===== config.mk =====
export PLATFORM = sky130hd
export DESIGN_NAME = reset_hub
export DESIGN_NICKNAME = d
export VERILOG_FILES = /design/src/rtl/rsth_pkg.sv /design/src/rtl/rsth_pin_filter.sv /design/src/rtl/rsth_stretch.sv /design/src/rtl/rsth_cause_reg.sv /design/src/rtl/reset_hub.sv
export SDC_FILE = /design/constraint.sdc
export NUM_CORES = 1
export LEC_CHECK = 0
export CAP_MARGIN = 20
export CORE_UTILIZATION = 35
export CTS_CLUSTER_SIZE = 8
export DETAILED_ROUTE_END_ITERATION = 10
export PLACE_DENSITY = 0.69
export SLEW_MARGIN = 0
export SYNTH_ARGS = -nofsm -noshare
export SYNTH_HDL_FRONTEND = slang
export SYNTH_SLANG_ARGS = --single-unit

===== constraint.sdc =====
create_clock -name clk_i -period 2 [get_ports clk_i]
set_clock_uncertainty 0.15 [all_clocks]
set_input_delay 0.4 -clock clk_i [delete_from_list [all_inputs] [get_ports clk_i]]
set_output_delay 0.4 -clock clk_i [all_outputs]
set_load 0.05 [all_outputs]

===== src/rtl/rsth_pkg.sv =====
package rsth_pkg;
   localparam int unsigned NUM_CAUSES = 9;

   typedef enum int unsigned {
      CZ_POR   = 0,
      CZ_BOR   = 1,
      CZ_WDOG  = 2,
      CZ_SOFT  = 3,
      CZ_CFG   = 4,
      CZ_TRAP  = 5,
      CZ_OPC   = 6,
      CZ_UNINIT = 7,
      CZ_PIN   = 8
   } cause_idx_e;

   typedef logic [NUM_CAUSES-1:0] cause_vec_t;

   localparam cause_vec_t POR_PATTERN = cause_vec_t'((1 << CZ_POR) | (1 << CZ_BOR));
endpackage


===== src/rtl/rsth_pin_filter.sv =====
module rsth_pin_filter #(
   parameter int unsigned SYNC_STAGES = 2,
   parameter int unsigned FILT_LEN    = 4
) (
   input  logic clk_i,
   input  logic clr_i,
   input  logic pin_n_i,
   output logic hit_o
);
   localparam int unsigned CW = $clog2(FILT_LEN + 1);

   logic          sampled;
   logic [CW-1:0] run_q;

   if (FILT_LEN < 1) begin : g_bad_len
      $error("rsth_pin_filter: FILT_LEN must be at least 1");
   end

   if (SYNC_STAGES == 0) begin : g_nosync
      assign sampled = pin_n_i;
   end else begin : g_sync
      logic [SYNC_STAGES-1:0] stage_q;
      for (genvar s = 0; s < SYNC_STAGES; s++) begin : g_stage
         if (s == 0) begin : g_first
            always_ff @(posedge clk_i) begin
               if (clr_i) stage_q[0] <= 1'b1;
               else       stage_q[0] <= pin_n_i;
            end
         end else begin : g_next
            always_ff @(posedge clk_i) begin
               if (clr_i) stage_q[s] <= 1'b1;
               else       stage_q[s] <= stage_q[s-1];
            end
         end
      end
      assign sampled = stage_q[SYNC_STAGES-1];
   end

   always_ff @(posedge clk_i) begin
      if (clr_i || sampled)           run_q <= '0;
      else if (run_q != CW'(FILT_LEN)) run_q <= run_q + 1'b1;
   end

   assign hit_o = (run_q == CW'(FILT_LEN));

   // a high sample ends any filtered hit on the next cycle
   p_high_clears_r3: assert property (@(posedge clk_i) disable iff (clr_i)
      sampled |=> !hit_o);

   // a hit can only begin after a low sample
   p_hit_needs_low_r2: assert property (@(posedge clk_i) disable iff (clr_i)
      $rose(hit_o) |-> !$past(sampled));
endmodule


===== src/rtl/rsth_stretch.sv =====
module rsth_stretch #(
   parameter int unsigned HOLD_CYCLES = 16
) (
   input  logic clk_i,
   input  logic clr_i,
   input  logic req_i,
   output logic rst_o
);
   localparam int unsigned HW = $clog2(HOLD_CYCLES + 1);

   logic [HW-1:0] hold_q;

   if (HOLD_CYCLES < 1) begin : g_bad_hold
      $error("rsth_stretch: HOLD_CYCLES must be at least 1");
   end

   always_ff @(posedge clk_i) begin
      if (req_i)            hold_q <= HW'(HOLD_CYCLES);
      else if (hold_q != 0) hold_q <= hold_q - 1'b1;
   end

   assign rst_o = req_i | (hold_q != '0);

   // reset is still held in the cycle right after the request drops
   p_hold_after_drop_r4: assert property (@(posedge clk_i) disable iff (clr_i)
      $fell(req_i) |-> rst_o);

   // release only happens once the hold count has run down
   p_release_at_end_r4: assert property (@(posedge clk_i) disable iff (clr_i)
      $fell(rst_o) |-> ($past(hold_q) == HW'(1)) && !$past(req_i));
endmodule


===== src/rtl/rsth_cause_reg.sv =====
module rsth_cause_reg
   import rsth_pkg::*;
(
   input  logic       clk_i,
   input  logic       clr_i,
   input  cause_vec_t set_i,
   input  logic       wr_i,
   input  cause_vec_t wdata_i,
   output cause_vec_t q_o
);
   cause_vec_t base;

   assign base = wr_i ? wdata_i : q_o;

   always_ff @(posedge clk_i) begin
      if (clr_i) q_o <= POR_PATTERN;
      else       q_o <= base | set_i;
   end

   // power-on leaves exactly the power-on pattern
   p_por_pattern_r6: assert property (@(posedge clk_i) disable iff (clr_i)
      $fell(clr_i) |-> (q_o == POR_PATTERN));

   // without a write no bit ever clears
   p_sticky_r7: assert property (@(posedge clk_i) disable iff (clr_i)
      (!$past(wr_i) && !$past(clr_i)) |-> ((q_o & $past(q_o)) == $past(q_o)));

   // every hardware event lands even against a write
   p_hw_wins_r10: assert property (@(posedge clk_i) disable iff (clr_i)
      !$past(clr_i) |-> (($past(set_i) & ~q_o) == '0));
endmodule


===== src/rtl/reset_hub.sv =====
module reset_hub
   import rsth_pkg::*;
#(
   parameter int unsigned SYNC_STAGES = 2,
   parameter int unsigned FILT_LEN    = 4,
   parameter int unsigned HOLD_CYCLES = 16
) (
   input  logic                  clk_i,
   input  logic                  por_i,
   input  logic                  ext_rst_n_i,
   input  logic                  soft_rst_i,
   input  logic                  wdog_i,
   input  logic                  brownout_i,
   input  logic                  cfg_mismatch_i,
   input  logic                  trap_conflict_i,
   input  logic                  bad_opcode_i,
   input  logic                  uninit_reg_i,
   input  logic                  wr_en_i,
   input  logic [NUM_CAUSES-1:0] wr_data_i,
   output logic [NUM_CAUSES-1:0] cause_o,
   output logic                  sys_rst_o
);
   if (SYNC_STAGES > 4) begin : g_bad_sync
      $error("reset_hub: SYNC_STAGES above 4 is not supported");
   end

   logic       pin_hit;
   logic       any_req;
   cause_vec_t set_vec;

   rsth_pin_filter #(
      .SYNC_STAGES(SYNC_STAGES),
      .FILT_LEN   (FILT_LEN)
   ) i_filter (
      .clk_i  (clk_i),
      .clr_i  (por_i),
      .pin_n_i(ext_rst_n_i),
      .hit_o  (pin_hit)
   );

   always_comb begin
      set_vec            = '0;
      set_vec[CZ_BOR]    = brownout_i;
      set_vec[CZ_WDOG]   = wdog_i;
      set_vec[CZ_SOFT]   = soft_rst_i;
      set_vec[CZ_CFG]    = cfg_mismatch_i;
      set_vec[CZ_TRAP]   = trap_conflict_i;
      set_vec[CZ_OPC]    = bad_opcode_i;
      set_vec[CZ_UNINIT] = uninit_reg_i;
      set_vec[CZ_PIN]    = pin_hit;
   end

   assign any_req = por_i | (|set_vec);

   rsth_stretch #(
      .HOLD_CYCLES(HOLD_CYCLES)
   ) i_stretch (
      .clk_i(clk_i),
      .clr_i(por_i),
      .req_i(any_req),
      .rst_o(sys_rst_o)
   );

   rsth_cause_reg i_cause (
      .clk_i  (clk_i),
      .clr_i  (por_i),
      .set_i  (set_vec),
      .wr_i   (wr_en_i),
      .wdata_i(wr_data_i),
      .q_o    (cause_o)
   );

   // any level request at the ports holds the system reset active
   p_any_source_r1: assert property (@(posedge clk_i) disable iff (por_i)
      (soft_rst_i | wdog_i | brownout_i | cfg_mismatch_i | trap_conflict_i
       | bad_opcode_i | uninit_reg_i) |-> sys_rst_o);

   // a filtered pin event is both a reset and a recorded cause
   p_pin_both_r2: assert property (@(posedge clk_i) disable iff (por_i)
      pin_hit |=> (sys_rst_o && cause_o[CZ_PIN]));
endmodule


### Yosys cells after proc, flatten, opt, wreduce, memory -nomap -nowiden

Index checks and enable logic that the tools add are counted.

* bits in registers: 19
* output and inout port bits: 10
* bits of input ports: 20
* word-level logic and storage cells: 16

* reductions and logical operators: 3
* mux-type cells: 1
* bitwise operators: 3
* $add $sub $neg: 2
* equality and inequality tests: 2

Operators with widths (count)
* $mux W9: 1
* $or A9 B9 Y9: 1
* $reduce_or A8 Y1: 1
* $reduce_bool A5 Y1: 1
* $sub A5 B1 Y5 const B: 1
* $add A3 B1 Y3 const B: 1
* $eq A3 B3 Y1 const B: 1
* $ne A3 B3 Y1 const B: 1
* $or A1 B1 Y1: 2
* $logic_or A1 B1 Y1: 1

### Depth between registers and ports, before layout

Gate-level depths: netlist of run 1.

* depth after elaboration: 4
* depth in mapped cells: 5
* mapped depth without buffers: 5

### Modules after synthesis

Synthesis of run 1 repeated with hierarchy kept, for this count alone.

* cells, all modules: 91
* area total of the unflattened synthesis: 902.1 µm²

By module, submodules not included
* rsth_cause_reg: times used 1, area each 361.6 µm², sequential area each 180.2 µm², cells each 38
* rsth_stretch: times used 1, area each 295.3 µm², sequential area each 100.1 µm², cells each 27
* rsth_pin_filter: times used 1, area each 221.5 µm², sequential area each 100.1 µm², cells each 21
* reset_hub: times used 1, area each 23.8 µm², sequential area each 0.0 µm², cells each 5

### Worst setup path after synthesis of run 1

OpenSTA, ideal clock, no wires.

* kind: flip-flop to output port
* from: reg i_stretch.hold_q[0]
* to: out sys_rst_o
* buffers on the path: 0
* stages on the path, launching flop included: 5
* setup slack: -164 ps
* arrival: 1614 ps
* data required time: 1450 ps
* cell sequence: dfxtp_1 -> inv_1 -> ha_1 -> nor4b_1 -> nand4_1

* longest elaborated chain between the ends: 2

Ends and longest elaborated chain
* start: declaration: line rsth_stretch.sv:11 `logic [HW-1:0] hold_q;`
* start signal: assignment: line rsth_stretch.sv:18 `if (req_i) hold_q <= HW'(HOLD_CYCLES);`
* start signal: assignment: line rsth_stretch.sv:19 `else if (hold_q != 0) hold_q <= hold_q - 1'b1;`
* $reduce_bool A5 Y1: line rsth_stretch.sv:22 `assign rst_o = req_i | (hold_q != '0);`
* $or A1 B1 Y1: line rsth_stretch.sv:22
* end: declaration: line reset_hub.sv:21 `output logic sys_rst_o`

Every way passes these cells.

### Worst setup path after layout of run 1

Ends and elaborated chain as after synthesis.

==> results.cfg, run 1 <==
[run_status]
status = complete, no violations

[clock_tree]
cts_buffers = 3
clock_latency_ns = 0.29
cts.sinks = 19
h-tree-depth = 1
clockRootBuffer = clkbuf_4
cts_tree = done
clock_path_buffers = 2
cts.reportedPaths.clkPinSlew_ns = 0.11

[sta]
setup_ws_ns = 0.0262
fmax_mhz = 507
final-setup-viol-count = 0
maxSlewViolCount = 0
period_needed_ns = 1.97
finalHoldViolCount = 0
relSlewSlack_pct = 66.8
tightest_slew_ns = 0.497
fin_setup_tns_ns = 0
rsz0062_at_grt = yes
period_share_pct = 98.7

[synthesis]
synth_area_leaders = dfxtp_1, a211oi_1, nor2b_1
yosysTopAreaCell = dfxtp_1
netlist.area_leader.share_pct = 48.8
synth_cell_types = 24
syn_inst = 82
synth_most_common_cell = dfxtp_1
synth-seq-area-share_pct = 48.8
ys_seq_elements = 19
avgSynthCellArea_um2 = 9.51
synth_area_um2 = 779
ys.flop_type = dfxtp_1
synth.net_count = 105
yosys-top-cells-count = dfxtp_1, nor2_1, nor2b_1, nor3_1, a211oi_1
synth-edff-count = 0
async_flop_share_pct = 0
synth_warnings = 0

[global_routing]
grt_use_met2_pct = 35.4
overflow = 0
met1_usage_pct = 18.3
grt_antenna_before_repair = 0
grt_most_used_layer = met2
grtUsageTotal_pct = 18.1
use_met3_pct = 6.23
grt_pass1_vias = 779
grt_pass1_wl_mm = 3.30
grt_start_max_net_pins = 17

[drt]
wire_per_inst_um = 12.2
drc = 0
drt.antenna.violating_nets = 0
drt-initial-drc-count = 8
via_per_inst = 4.85
drt-total-wl_mm = 1.85
vias = 732
firstDrtPassIters = 4

[critical_path]
cp.depth = 5
r2r_start = i_stretch.hold_q[0]$_SDFFE_PP0P_
slowest_delay_ns = 0.35
startpoint_type = flop
crit_buf_inv = 2
required_ns = 1.45
critPathTopFamily = simple AND/OR/NAND/NOR gates
ff2ff_path_depth = 6
crit_fanout = 3
worstSetupPathType = flop to output port
crit_path_cell_trace = inv_2 > ha_4 > nor4b_4 > nand4_1 > buf_6
slowest_stage = dfxtp_2
cp.arrival_ns = 1.42
cp-end-kind = output port
ff2ff_setup_slack_ns = 0.42
r2r-end = i_stretch.hold_q[1]$_SDFFE_PP0P_

[place]
gp_congestion = 0.785
pre_cts_ws_ns = -0.184
dpl.hpwl_mm = 1.37
dpl_cell_area_mm2 = 0.00114
dp.cells = 144
numPortBuffers = 29

[cells_and_area]
insertedDiodeCount = 0
finalInstanceArea_mm2 = 0.00122
drive_gt1_share_pct = 29.8
fin_cells = 151
nets = 148
syn2layout_area_growth_pct = 57.0
num-fill-cells = 190

[floorplanning]
die_h_um = 49.2
dieArea_mm2 = 0.00242
rows = 16
core-area_mm2 = 0.00202
start_util_pct = 38.6
io_pins = 30
die_w_um = 49.2

[hold_path]
hp-class = flop to flop
hold_end = i_filter.sampled$_SDFF_PP1_
worstHoldPathCells = 1
hp-start = i_filter.g_sync.stage_q[0]$_SDFF_PP1_

[flow_run]
cap_violations = 0

[power]
vdd_drop_max_mv = 0.508
power_uw = 737
p_leak_nw = 0.526
p_per_area_mw_per_mm2 = 602
==> where the power goes <==
part / total [mW] / leakage [nW] / internal (mW) / switching [mW]
logic: 0.146 / 0.353 / 0.0677 / 0.0783
clock network: 0.191 / 0.0150 / 0.0776 / 0.113
registers: 0.400 / 0.158 / 0.393 / 0.00696
==> what timing repair did <==
action | 4_1_cts | 5_1_grt
gates resized for setup | 18 | 3
setup endpoints to repair | 1 | 2
pin swaps | 4 | 2
hold buffers | 0 | 0
setup buffers | 0 | 3
==> final cells by class <==
class / count / area [µm²] / share of cell area, %
flip-flops and latches: 19 / 384 / 31.4
repair buffers: 40 / 347 / 28.3
well taps: 27 / 33.8 / 2.76
inverters: 4 / 15.0 / 1.23
multi-input cells: 57 / 418 / 34.2
clock buffers: 4 / 26.3 / 2.15
==> metrics by stage <==
stage               hold slack, ns  utilization [%]
global route                 0.303             60.5
detailed placement           0.252             56.3
CTS                          0.286             59.2
floorplan                    0.239                -
finish                       0.276             60.5
global placement             0.251             56.3
==> metal layers <==
| layer | vias to the layer above | part of all wire [%] |
|---|---|---|
| li1 | 378 | - |
| met1 | 339 | 38 |
| met2 | 15 | 57 |
| met3 | 0 | 4.6 |
| met4 | 0 | 0 |
| met5 | - | 0 |
==> cells in the final DEF (no fill, tap or decap), types with 2 or more instances in the layout <==
master	instances
clkdlybuf4s50_1	11
nor4_2	2
inv_2	2
clkbuf_4	3
nor3_1	7
mux2i_1	3
nor2_1	11
or2_2	2
ha_1	2
nand2_1	2
dfxtp_1	16
xnor2_1	3
buf_4	19
dlygate4sd2_1	8
dfxtp_2	3
nor2b_1	7
a211oi_1	6
inv_1	2
==> worst max path at each step <==
stage                                           startpoint         to
final                     i_stretch.hold_q[0]$_SDFFE_PP0P_  sys_rst_o
after global routing      i_stretch.hold_q[0]$_SDFFE_PP0P_  sys_rst_o
after CTS                 i_stretch.hold_q[0]$_SDFFE_PP0P_  sys_rst_o
after detailed placement                      uninit_reg_i  sys_rst_o
after global placement                     trap_conflict_i  sys_rst_o
after floorplan           i_stretch.hold_q[0]$_SDFFE_PP0P_  sys_rst_o
==> cells by family (layout without fill, tap and decap cells) <==
group                      Yosys count  in the layout  synth area share, %
adders and majority gates            3              3                 4.82
buffers and inverters                6             48                 3.05
DFF                                 19             19                 48.8
AOI/OAI and AO/OA                   11             11                 10.8
xor gates and xnor gates             3              3                 3.37
muxes                                3              3                 3.85
and+or+nand+nor                     37             37                 25.4
==> flip-flops by register name, indices dropped and copies added (netlist names) <==
signal,cells
i_filter.g_sync.stage_q,1
i_cause.q_o,9
i_filter.run_q,3
i_stretch.hold_q,5
i_filter.sampled,1
Note: power is estimated with default switching activity, not from simulation.
==> run 2: changes to the inputs <==
--- a/config.mk
+++ b/config.mk
@@ -6,6 +6,7 @@
 export NUM_CORES = 1
 export LEC_CHECK = 0
 export CAP_MARGIN = 20
+export CORE_MARGIN = 2
 export CORE_UTILIZATION = 35
 export CTS_CLUSTER_SIZE = 8
 export DETAILED_ROUTE_END_ITERATION = 10
==> run 2 against run 1 <==
Register-to-register slack about the same. Combinational power hardly changed. Count of clock-buffer cells in the layout is the same. Critical path type is now input port to output port.
==> results.cfg, run 2 (synthesis gave the netlist of run 1 again) <==
[floorplanning]
die_w_um = 51.2
dieArea_mm2 = 0.00262
die_h_um = 51.2
core-area_mm2 = 0.00215
rows = 17
start_util_pct = 36.3
io_pins = 30

[critical_path]
r2r-end = i_stretch.hold_q[1]$_SDFFE_PP0P_
worstSetupPathType = input port to output port
r2r_start = i_stretch.hold_q[0]$_SDFFE_PP0P_
crit_fanout = 2
ff2ff_setup_slack_ns = 0.43
startpoint_type = input port
slowest_stage = clkdlybuf4s50_1
cp.arrival_ns = 1.42
crit_buf_inv = 2
startpoint = trap_conflict_i
cp-end-kind = output port
required_ns = 1.45
ff2ff_path_depth = 5
critPathTopFamily = buffers and inverters
slowest_delay_ns = 0.43
crit_path_cell_trace = clkdlybuf4s50_1 > nor4_2 > nand4_1 > buf_6

[clock_tree]
cts_buffers = 3
clock_path_buffers = 2
clockRootBuffer = clkbuf_4
cts.sinks = 19
cts_tree = done
h-tree-depth = 1
cts.reportedPaths.clkPinSlew_ns = 0.10
clock_latency_ns = 0.29

[drt]
drt-initial-drc-count = 0
drt.antenna.violating_nets = 0
drc = 0
drt-total-wl_mm = 1.72
via_per_inst = 4.85
firstDrtPassIters = 1
vias = 722
wire_per_inst_um = 11.6

[place]
dp.cells = 144
numPortBuffers = 29
dpl.hpwl_mm = 1.34
gp_congestion = 0.773

[sta]
relSlewSlack_pct = 66.3
fmax_mhz = 508
final-setup-viol-count = 0
finalHoldViolCount = 0
period_share_pct = 98.5
tightest_slew_ns = 0.504
rsz0062_at_grt = yes
period_needed_ns = 1.97
maxSlewViolCount = 0

[global_routing]
grtUsageTotal_pct = 14.1
grt_start_max_net_pins = 17
overflow = 0
grt_pass1_vias = 695
grt_pass1_wl_mm = 2.72
grt_antenna_before_repair = 0

[cells_and_area]
fin_util_pct = 56.1
largest_reg_flops = 9
syn2layout_area_growth_pct = 54.7
reg_top3 = i_cause.q_o x9, i_stretch.hold_q x5, i_filter.run_q x3
drive_gt1_share_pct = 25.6
insertedDiodeCount = 0
num-fill-cells = 204
mostFrequentLayoutCell = dfxtp_1
fin_cells = 149
regMostFlops = i_cause.q_o
mostFrequentLayoutCells = dfxtp_1, buf_4, clkdlybuf4s50_1, nor2_1
nets = 145

[power]
p_leak_nw = 0.517
p_per_area_mw_per_mm2 = 611
vdd_drop_max_mv = 0.311

[hold_path]
hp-start = i_filter.g_sync.stage_q[0]$_SDFF_PP1_
hold_end = i_filter.sampled$_SDFF_PP1_
hp-class = flop to flop
worstHoldPathCells = 1

[run_status]
status = complete, no violations

[flow_run]
cap_violations = 0
## run 2: cell types whose count changed in the layout (fill, tap and decap cells not counted)
| cell | change |
|---|---|
| dlymetal6s2s_1 | +1 |
| dfxtp_1 | +1 |
| dlygate4sd2_1 | -2 |
| dfxtp_2 | -1 |
| buf_4 | -4 |
| nand2_1 | +1 |
| clkdlybuf4s50_1 | +2 |
| nand2_2 | -1 |
## run 2: worst max-delay path by stage
| stage | end | slack [ns] | cells past startpoint |
|---|---|---|---|
| floorplan | sys_rst_o | 0.04 | 4 |
| global placement | sys_rst_o | -0.16 | 4 |
| detailed placement | sys_rst_o | -0.19 | 4 |
| CTS | cause_o[5] | 0.006 | 1 |
| global route | sys_rst_o | -0.05 | 4 |
| finish | sys_rst_o | 0.03 | 4 |
## run 2: worst register-to-register path: stages, from the launching register on
cell and delay (ns):
dfxtp_2 0.35, inv_2 0.07, ha_4 0.13, buf_4 0.11
or4b_4 0.47, a211oi_2 0.22
## run 2: layer usage
layer  part of all wire (%)  track usage (%)  up-vias
li1                       -                -      365
met1                     44             14.3      327
met2                     47             26.6       26
met3                    6.7             2.63        4
met4                    2.2             8.11        0
met5                      0                0        -
## run 2: repair_timing
action	CTS	global route
pin swaps	4	2
gates cloned	0	0
hold buffers	0	0
gates resized for setup	15	3
endpoints found under the setup margin	1	3
buffers inserted	0	1
## run 2: where the power goes
group | total [mW] | switching [mW] | internal (mW)
Sequential | 0.400 | 0.00698 | 0.393
Combinational | 0.145 | 0.0771 | 0.0681
Clock | 0.192 | 0.114 | 0.0777
## run 2: cell type report
type / count / area (µm²) / share of cell area (%)
clock buffer: 4 / 26.3 / 2.18
inverter: 4 / 15.0 / 1.24
multi-input combinational: 57 / 415 / 34.4
sequential: 19 / 383 / 31.7
tap: 28 / 35.0 / 2.90
timing repair buffer: 37 / 332 / 27.5
## run 2: metrics by stage
step                      TNS, ns  hold WS, ns  instance area, µm²  power [mW]  setup WS, ns
after detailed placement   -0.218        0.256                1130       0.557        -0.190
after floorplan                 0        0.239                 786       0.482        0.0367
after CTS                       0        0.286                1190       0.754       0.00645
after global placement     -0.163        0.245                1130       0.555        -0.163
after global routing      -0.0539        0.311                1210       0.771       -0.0539
final                           0        0.277                1210       0.737        0.0303
==> run 3: changes to the inputs <==
--- a/config.mk
+++ b/config.mk
@@ -11,7 +11,7 @@
 export CTS_CLUSTER_SIZE = 8
 export DETAILED_ROUTE_END_ITERATION = 10
 export PLACE_DENSITY = 0.69
-export SLEW_MARGIN = 0
+export SLEW_MARGIN = 25
 export SYNTH_ARGS = -nofsm -noshare
 export SYNTH_HDL_FRONTEND = slang
 export SYNTH_SLANG_ARGS = --single-unit
==> results of run 3 <==
No change in the layout: final DEF, timing and power equal those of run 2.
